### config.mk
export PLATFORM = sky130hd
export DESIGN_NAME = sync_div_bank
export DESIGN_NICKNAME = d
export VERILOG_FILES = /design/src/rtl/sdb_pkg.sv /design/src/rtl/sdb_regfile.sv /design/src/rtl/sdb_divider.sv /design/src/rtl/sdb_sequencer.sv /design/src/rtl/sync_div_bank.sv
export SDC_FILE = /design/constraint.sdc
export NUM_CORES = 1
export LEC_CHECK = 0
export CORE_ASPECT_RATIO = 0.7
export CORE_MARGIN = 2
export CORE_UTILIZATION = 51
export DETAILED_ROUTE_END_ITERATION = 10
export GPL_TIMING_DRIVEN = 0
export PLACE_DENSITY = 0.74
export SLEW_MARGIN = 20
export SYNTH_ARGS = -nofsm -noshare
export SYNTH_HDL_FRONTEND = slang
export SYNTH_SLANG_ARGS = --single-unit
### constraint.sdc
create_clock -name clk -period 2.24 [get_ports clk]
set_clock_uncertainty 0.05 [all_clocks]
set_input_delay 0.224 -clock clk [delete_from_list [all_inputs] [get_ports clk]]
set_output_delay 0.224 -clock clk [all_outputs]
set_load 0.01 [all_outputs]
### src/rtl/sdb_pkg.sv
package sdb_pkg;

    // Field layout of a divider register
    localparam int RATIO_W = 5;
    localparam int EN_POS  = 15;

    // Address map
    localparam int CMD_ADDR     = 'h138;
    localparam int STAT_ADDR    = 'h13C;
    localparam int BANK_A_BASE  = 'h118;
    localparam int BANK_A_COUNT = 3;
    localparam int BANK_B_BASE  = 'h160;

    typedef struct packed {
        logic               en;
        logic [RATIO_W-1:0] ratio;
    } div_cfg_t;

    // Byte address of divider idx (0-based): two banks, not contiguous
    function automatic logic [11:0] div_addr(input int idx);
        if (idx < BANK_A_COUNT)
            return 12'(BANK_A_BASE + 4 * idx);
        else
            return 12'(BANK_B_BASE + 4 * (idx - BANK_A_COUNT));
    endfunction

    // Register image of a divider setting
    function automatic logic [31:0] cfg_word(input div_cfg_t c);
        logic [31:0] w;
        w                 = '0;
        w[EN_POS]         = c.en;
        w[RATIO_W-1:0]    = c.ratio;
        return w;
    endfunction

    function automatic div_cfg_t word_cfg(input logic [31:0] w);
        div_cfg_t c;
        c.en    = w[EN_POS];
        c.ratio = w[RATIO_W-1:0];
        return c;
    endfunction

endpackage

### src/rtl/sdb_regfile.sv
module sdb_regfile
    import sdb_pkg::*;
#(
    parameter int NUM_DIV = 9,
    parameter int ADDR_W  = 12
) (
    input  logic                      clk,
    input  logic                      rst,
    input  logic                      we,
    input  logic [ADDR_W-1:0]         addr,
    input  logic [31:0]               wdata,
    input  logic                      busy_i,
    output div_cfg_t [NUM_DIV-1:0]    pend_cfg,
    output logic                      go_req,
    output logic [31:0]               rdata
);

    logic [NUM_DIV-1:0] hit;
    logic               cmd_hit;
    logic               stat_hit;

    generate
        for (genvar g = 0; g < NUM_DIV; g++) begin : g_dec
            assign hit[g] = (addr == ADDR_W'(div_addr(g)));
        end
    endgenerate

    assign cmd_hit  = (addr == ADDR_W'(CMD_ADDR));
    assign stat_hit = (addr == ADDR_W'(STAT_ADDR));
    assign go_req   = we && cmd_hit && wdata[0];

    always_ff @(posedge clk) begin
        if (rst) begin
            pend_cfg <= '0;
        end else if (we) begin
            for (int i = 0; i < NUM_DIV; i++) begin
                if (hit[i])
                    pend_cfg[i] <= word_cfg(wdata);
            end
        end
    end

    always_comb begin
        rdata = '0;
        for (int i = 0; i < NUM_DIV; i++) begin
            if (hit[i])
                rdata = cfg_word(pend_cfg[i]);
        end
        if (stat_hit)
            rdata[0] = busy_i;
    end

    logic unused_wbits;
    assign unused_wbits = ^{wdata[31:EN_POS+1], wdata[EN_POS-1:RATIO_W]};

endmodule

### src/rtl/sdb_divider.sv
module sdb_divider
    import sdb_pkg::*;
(
    input  logic     clk,
    input  logic     rst,
    input  logic     commit,
    input  div_cfg_t new_cfg,
    output logic     tick,
    output logic     at_end
);

    div_cfg_t           act;
    logic [RATIO_W-1:0] cnt;
    logic               wrap;

    assign wrap   = (cnt == act.ratio);
    assign tick   = act.en && wrap;
    assign at_end = !act.en || wrap;

    always_ff @(posedge clk) begin
        if (rst) begin
            act <= '0;
            cnt <= '0;
        end else if (commit) begin
            act <= new_cfg;
            cnt <= '0;
        end else if (!act.en) begin
            cnt <= '0;
        end else if (wrap) begin
            cnt <= '0;
        end else begin
            cnt <= cnt + 1'b1;
        end
    end

endmodule

### src/rtl/sdb_sequencer.sv
module sdb_sequencer (
    input  logic clk,
    input  logic rst,
    input  logic go_req,
    input  logic aligned,
    output logic busy,
    output logic commit
);

    assign commit = busy && aligned;

    always_ff @(posedge clk) begin
        if (rst)
            busy <= 1'b0;
        else if (commit)
            busy <= 1'b0;
        else if (go_req)
            busy <= 1'b1;
    end

endmodule

### src/rtl/sync_div_bank.sv
module sync_div_bank
    import sdb_pkg::*;
#(
    parameter int NUM_DIV = 9,
    parameter int ADDR_W  = 12
) (
    input  logic               clk,
    input  logic               rst,
    input  logic               bus_we,
    input  logic [ADDR_W-1:0]  bus_addr,
    input  logic [31:0]        bus_wdata,
    output logic [31:0]        bus_rdata,
    output logic [NUM_DIV-1:0] div_tick,
    output logic               busy
);

    div_cfg_t [NUM_DIV-1:0] pend_cfg;
    logic                   go_req;
    logic                   commit;
    logic [NUM_DIV-1:0]     at_end;
    logic                   aligned;

    sdb_regfile #(.NUM_DIV(NUM_DIV), .ADDR_W(ADDR_W)) u_regs (
        .clk      (clk),
        .rst      (rst),
        .we       (bus_we),
        .addr     (bus_addr),
        .wdata    (bus_wdata),
        .busy_i   (busy),
        .pend_cfg (pend_cfg),
        .go_req   (go_req),
        .rdata    (bus_rdata)
    );

    generate
        for (genvar g = 0; g < NUM_DIV; g++) begin : g_div
            sdb_divider u_div (
                .clk     (clk),
                .rst     (rst),
                .commit  (commit),
                .new_cfg (pend_cfg[g]),
                .tick    (div_tick[g]),
                .at_end  (at_end[g])
            );
        end
    endgenerate

    assign aligned = &at_end;

    sdb_sequencer u_seq (
        .clk     (clk),
        .rst     (rst),
        .go_req  (go_req),
        .aligned (aligned),
        .busy    (busy),
        .commit  (commit)
    );

endmodule

==> impl_results.md <==
- # setup viols final: 0
- Cell variety after synth: 48
- WP data required: 2530 ps
- DIE AREA: 0.0159 mm^2
- Starting DRT DRC Count: 498
- Site Rows: 37
- Initial antenna violation count: 0
- Fraction of registers with async set/reset: 0%
- Critical Path Fanout Max: 10
- Cell area after layout: 0.00914 mm^2
- Status: finished, final reports clean
- DRT Pass-1 Iters: 5
- Worst Hold Margin: 284 ps
- Placed inst area: 0.00823 mm^2
- Register area share after synthesis: 40.5%
- Vias: 5938
- Layout cells sized above 1: 19.6%
- Die Ht: 106 um
- M2 GR Usage: 34.1%
- Final core occ: 62.5%
- Multi-input logic area: 0.00425 mm^2
- Total wire length: 19000 um
- Total GRT Usage: 24.6%
- Max IR drop VDD: 433 uV
- Met3 Use GR: 5.58%
- Clock Path Buffers: 2
- GR Overflow Total: 0
- EDFF count, synth: 0
- Pwr/cell area: 669 mW/mm^2
- CTS Root Cell: clkbuf_16
- Largest net degree at the start of global routing: 17
- FF+latch area: 0.00312 mm^2
- Residual DRC: 0
- DRT antenna net count: 0
- Max_slew headroom: 48.7%
- Gate Count Post-Synth: 831
- Diodes inserted: 0
- DR WL/cell: 17.0 um
- TritonCTS clock tree: built
- Maxcap violations: 0
- Worst setup margin: 30.0 ps
- PortBufs: 28
- CTS Sinks: 154
- Syn Area/Cell: 9.16 um^2
- Die W: 150 um
- Vias in the first global route: 5574
- Final setup TNS: 0 ps
- Crit path DAT: 2500 ps
- Synth warnings: 0
- CTS Buf Count: 17
- Worst-Margin Slew: 769 ps
- Min Tclk post-route: 2210 ps
- Clock latency on the worst-skew pair: 430 ps
- Max Freq: 0.452 GHz
- Path category of the worst min-delay check: input pin to flip-flop
- Final Max Slew Viols: 0
- Met1 GRT Util: 38.2%
- Cell Area, Synth: 0.00761 mm^2
- Synthesis-stage register bit count: 154
- Period utilisation layout: 98.7%
- Routability cong.: 0.966
- Setup Crit Path Kind: flip-flop to flip-flop
- Gr busiest metal: met1
- HPWL after detailed placement: 13500 um
- Layout Nets: 967
- Fin. Hold Viols: 0
- First-pass GRT wire length: 30200 um
- CP endpoint kind: flip-flop
- Vias per cell: 5.31
- Layout area overhead: 20.0%
- Initial Util: 52.1%
- Clock edge transition at the registers on the reported setup and hold paths: 60 ps
- Synth top area share: 40.5%
- Fill count: 1285
- Synth Flop Type: dfxtp_1
- Synth top area cells: dfxtp_1, mux2i_1, nand2b_1, nor2_1, xnor2_1
- I/O pin count: 89
- Unrepaired setup endpoints after global routing: yes
- CTS H-Tree Depth: 4
- CORE AREA: 0.0146 mm^2
- Worst slack at placement: -976 ps
- Yosys top cell by area: dfxtp_1
- Startpoint Class: flip-flop
- Leak Pwr: 3.62 nW
-- layout by cell type, fill, tap and decap left out, types with 7 or more instances in the layout --
| cell type | Yosys | final |
|---|---|---|
| o22ai_1 | 11 | 11 |
| nand2_1 | 34 | 32 |
| a21oi_1 | 25 | 21 |
| ha_1 | 9 | 9 |
| nand2b_1 | 110 | 110 |
| xnor2_1 | 36 | 36 |
| inv_1 | 21 | 21 |
| conb_1 | 1 | 26 |
| dfxtp_2 | 0 | 20 |
| mux2i_1 | 91 | 89 |
| buf_6 | 8 | 7 |
| nand3_1 | 51 | 51 |
| clkbuf_16 | 0 | 18 |
| mux2_2 | 10 | 10 |
| xor2_1 | 36 | 36 |
| clkbuf_1 | 30 | 30 |
| dfxtp_1 | 154 | 132 |
| buf_4 | 38 | 45 |
| dlygate4sd2_1 | 0 | 11 |
| nor2_1 | 86 | 84 |
| or2_2 | 9 | 9 |
| buf_2 | 1 | 8 |
-- where the power goes --
part / switching, W / leakage, nW / internal [W]
Clock: 0.00116 / 0.288 / 0.00192
Combinational: 0.000175 / 2.08 / 0.000114
Sequential: 0.000000111 / 1.25 / 0.00274
-- per-layer routing --
layer | part of all wire (%) | up-vias
met5 | 0 | -
li1 | - | 2909
met4 | 0.88 | 0
met2 | 40 | 219
met3 | 8.3 | 16
met1 | 50 | 2794
-- metrics by stage --
stage,instances,power (W)
3_3_place_gp,1079,0.00307
4_1_cts,1117,0.00611
5_1_grt,1118,0.00626
2_1_floorplan,856,0.00298
3_5_place_dp,1079,0.00307
6_report,1118,0.00611
-- logic make-up (layout without fill, tap and decap cells) --
logic type | after synthesis | in the layout | share of synthesized area, %
XOR/XNOR | 72 | 72 | 8.28
AND/OR/NAND/NOR | 331 | 331 | 23.2
multiplexers | 101 | 101 | 13.4
other | 1 | 26 | 0.0492
AO/OA/AOI/OAI | 65 | 65 | 5.55
flip-flops | 154 | 154 | 40.5
adder cells (fa/ha/maj) | 9 | 9 | 1.48
buffers and inverters | 98 | 165 | 7.51
-- cell type report --
cell class	count	area share, %
clock inverter	10	1.82
sequential	154	34.1
multi-input combinational	604	46.6
tap	195	2.67
clock buffer	21	5.04
inverter	21	0.863
timing repair buffer	36	3.00
buffer	77	5.96
-- registers in the layout, summed over array words and instances (netlist names) --
name,cells
g_div.u_div.act,54
u_regs.pend_cfg,54
g_div.u_div.cnt,45
u_seq.busy,1
-- what timing repair did --
action	4_1_cts	5_1_grt
pin swaps	24	7
hold buffers	0	0
buffers inserted	7	1
endpoints found under the setup margin	80	60
resized for setup	121	28
-- Yosys cell counts (2+ instances only) --
| master | count |
|---|---|
| buf_6 | 8 |
| buf_4 | 38 |
| nor4_1 | 10 |
| nor2_1 | 86 |
| nand3_1 | 51 |
| a21oi_1 | 25 |
| nand2_1 | 34 |
| a22o_1 | 5 |
| o31ai_1 | 9 |
| o22ai_1 | 11 |
| a221oi_1 | 2 |
| or2_2 | 9 |
| a22oi_1 | 2 |
| o21ai_0 | 3 |
| mux2_2 | 10 |
| ha_1 | 9 |
| nand3b_1 | 2 |
| mux2i_1 | 91 |
| xor2_1 | 36 |
| a32oi_1 | 3 |
| xnor2_1 | 36 |
| nand2b_1 | 110 |
| clkbuf_1 | 30 |
| inv_1 | 21 |
| nor3_1 | 6 |
| nand4_1 | 5 |
| dfxtp_1 | 154 |
| or3_1 | 4 |
| nor2b_1 | 2 |
-- worst max-delay path, stage by stage (launching register included) --
cell	delay [ps]
dfxtp_4	360
xnor2_1	140
nand3_1	160
o31ai_4	310
nand4_1	220
nor3_1	210
buf_4	240
buf_8	190
mux2i_2	250
-- worst paths after layout --
check / start / endpoint / slack (ps) / depth (start not counted)
min: bus_wdata[15] / u_regs.pend_cfg[17]$_SDFFE_PP0P_ / 280 / 3
min reg2reg: g_div[0].u_div.cnt[0]$_SDFF_PP0_ / g_div[0].u_div.cnt[0]$_SDFF_PP0_ / 400 / 1
max: g_div[7].u_div.cnt[2]$_SDFF_PP0_ / g_div[7].u_div.act[0]$_SDFFE_PP0P_ / 30 / 8
max reg2reg: g_div[7].u_div.cnt[2]$_SDFF_PP0_ / g_div[7].u_div.act[0]$_SDFFE_PP0P_ / 30 / 8
Power figures use the tool's default switching activity.
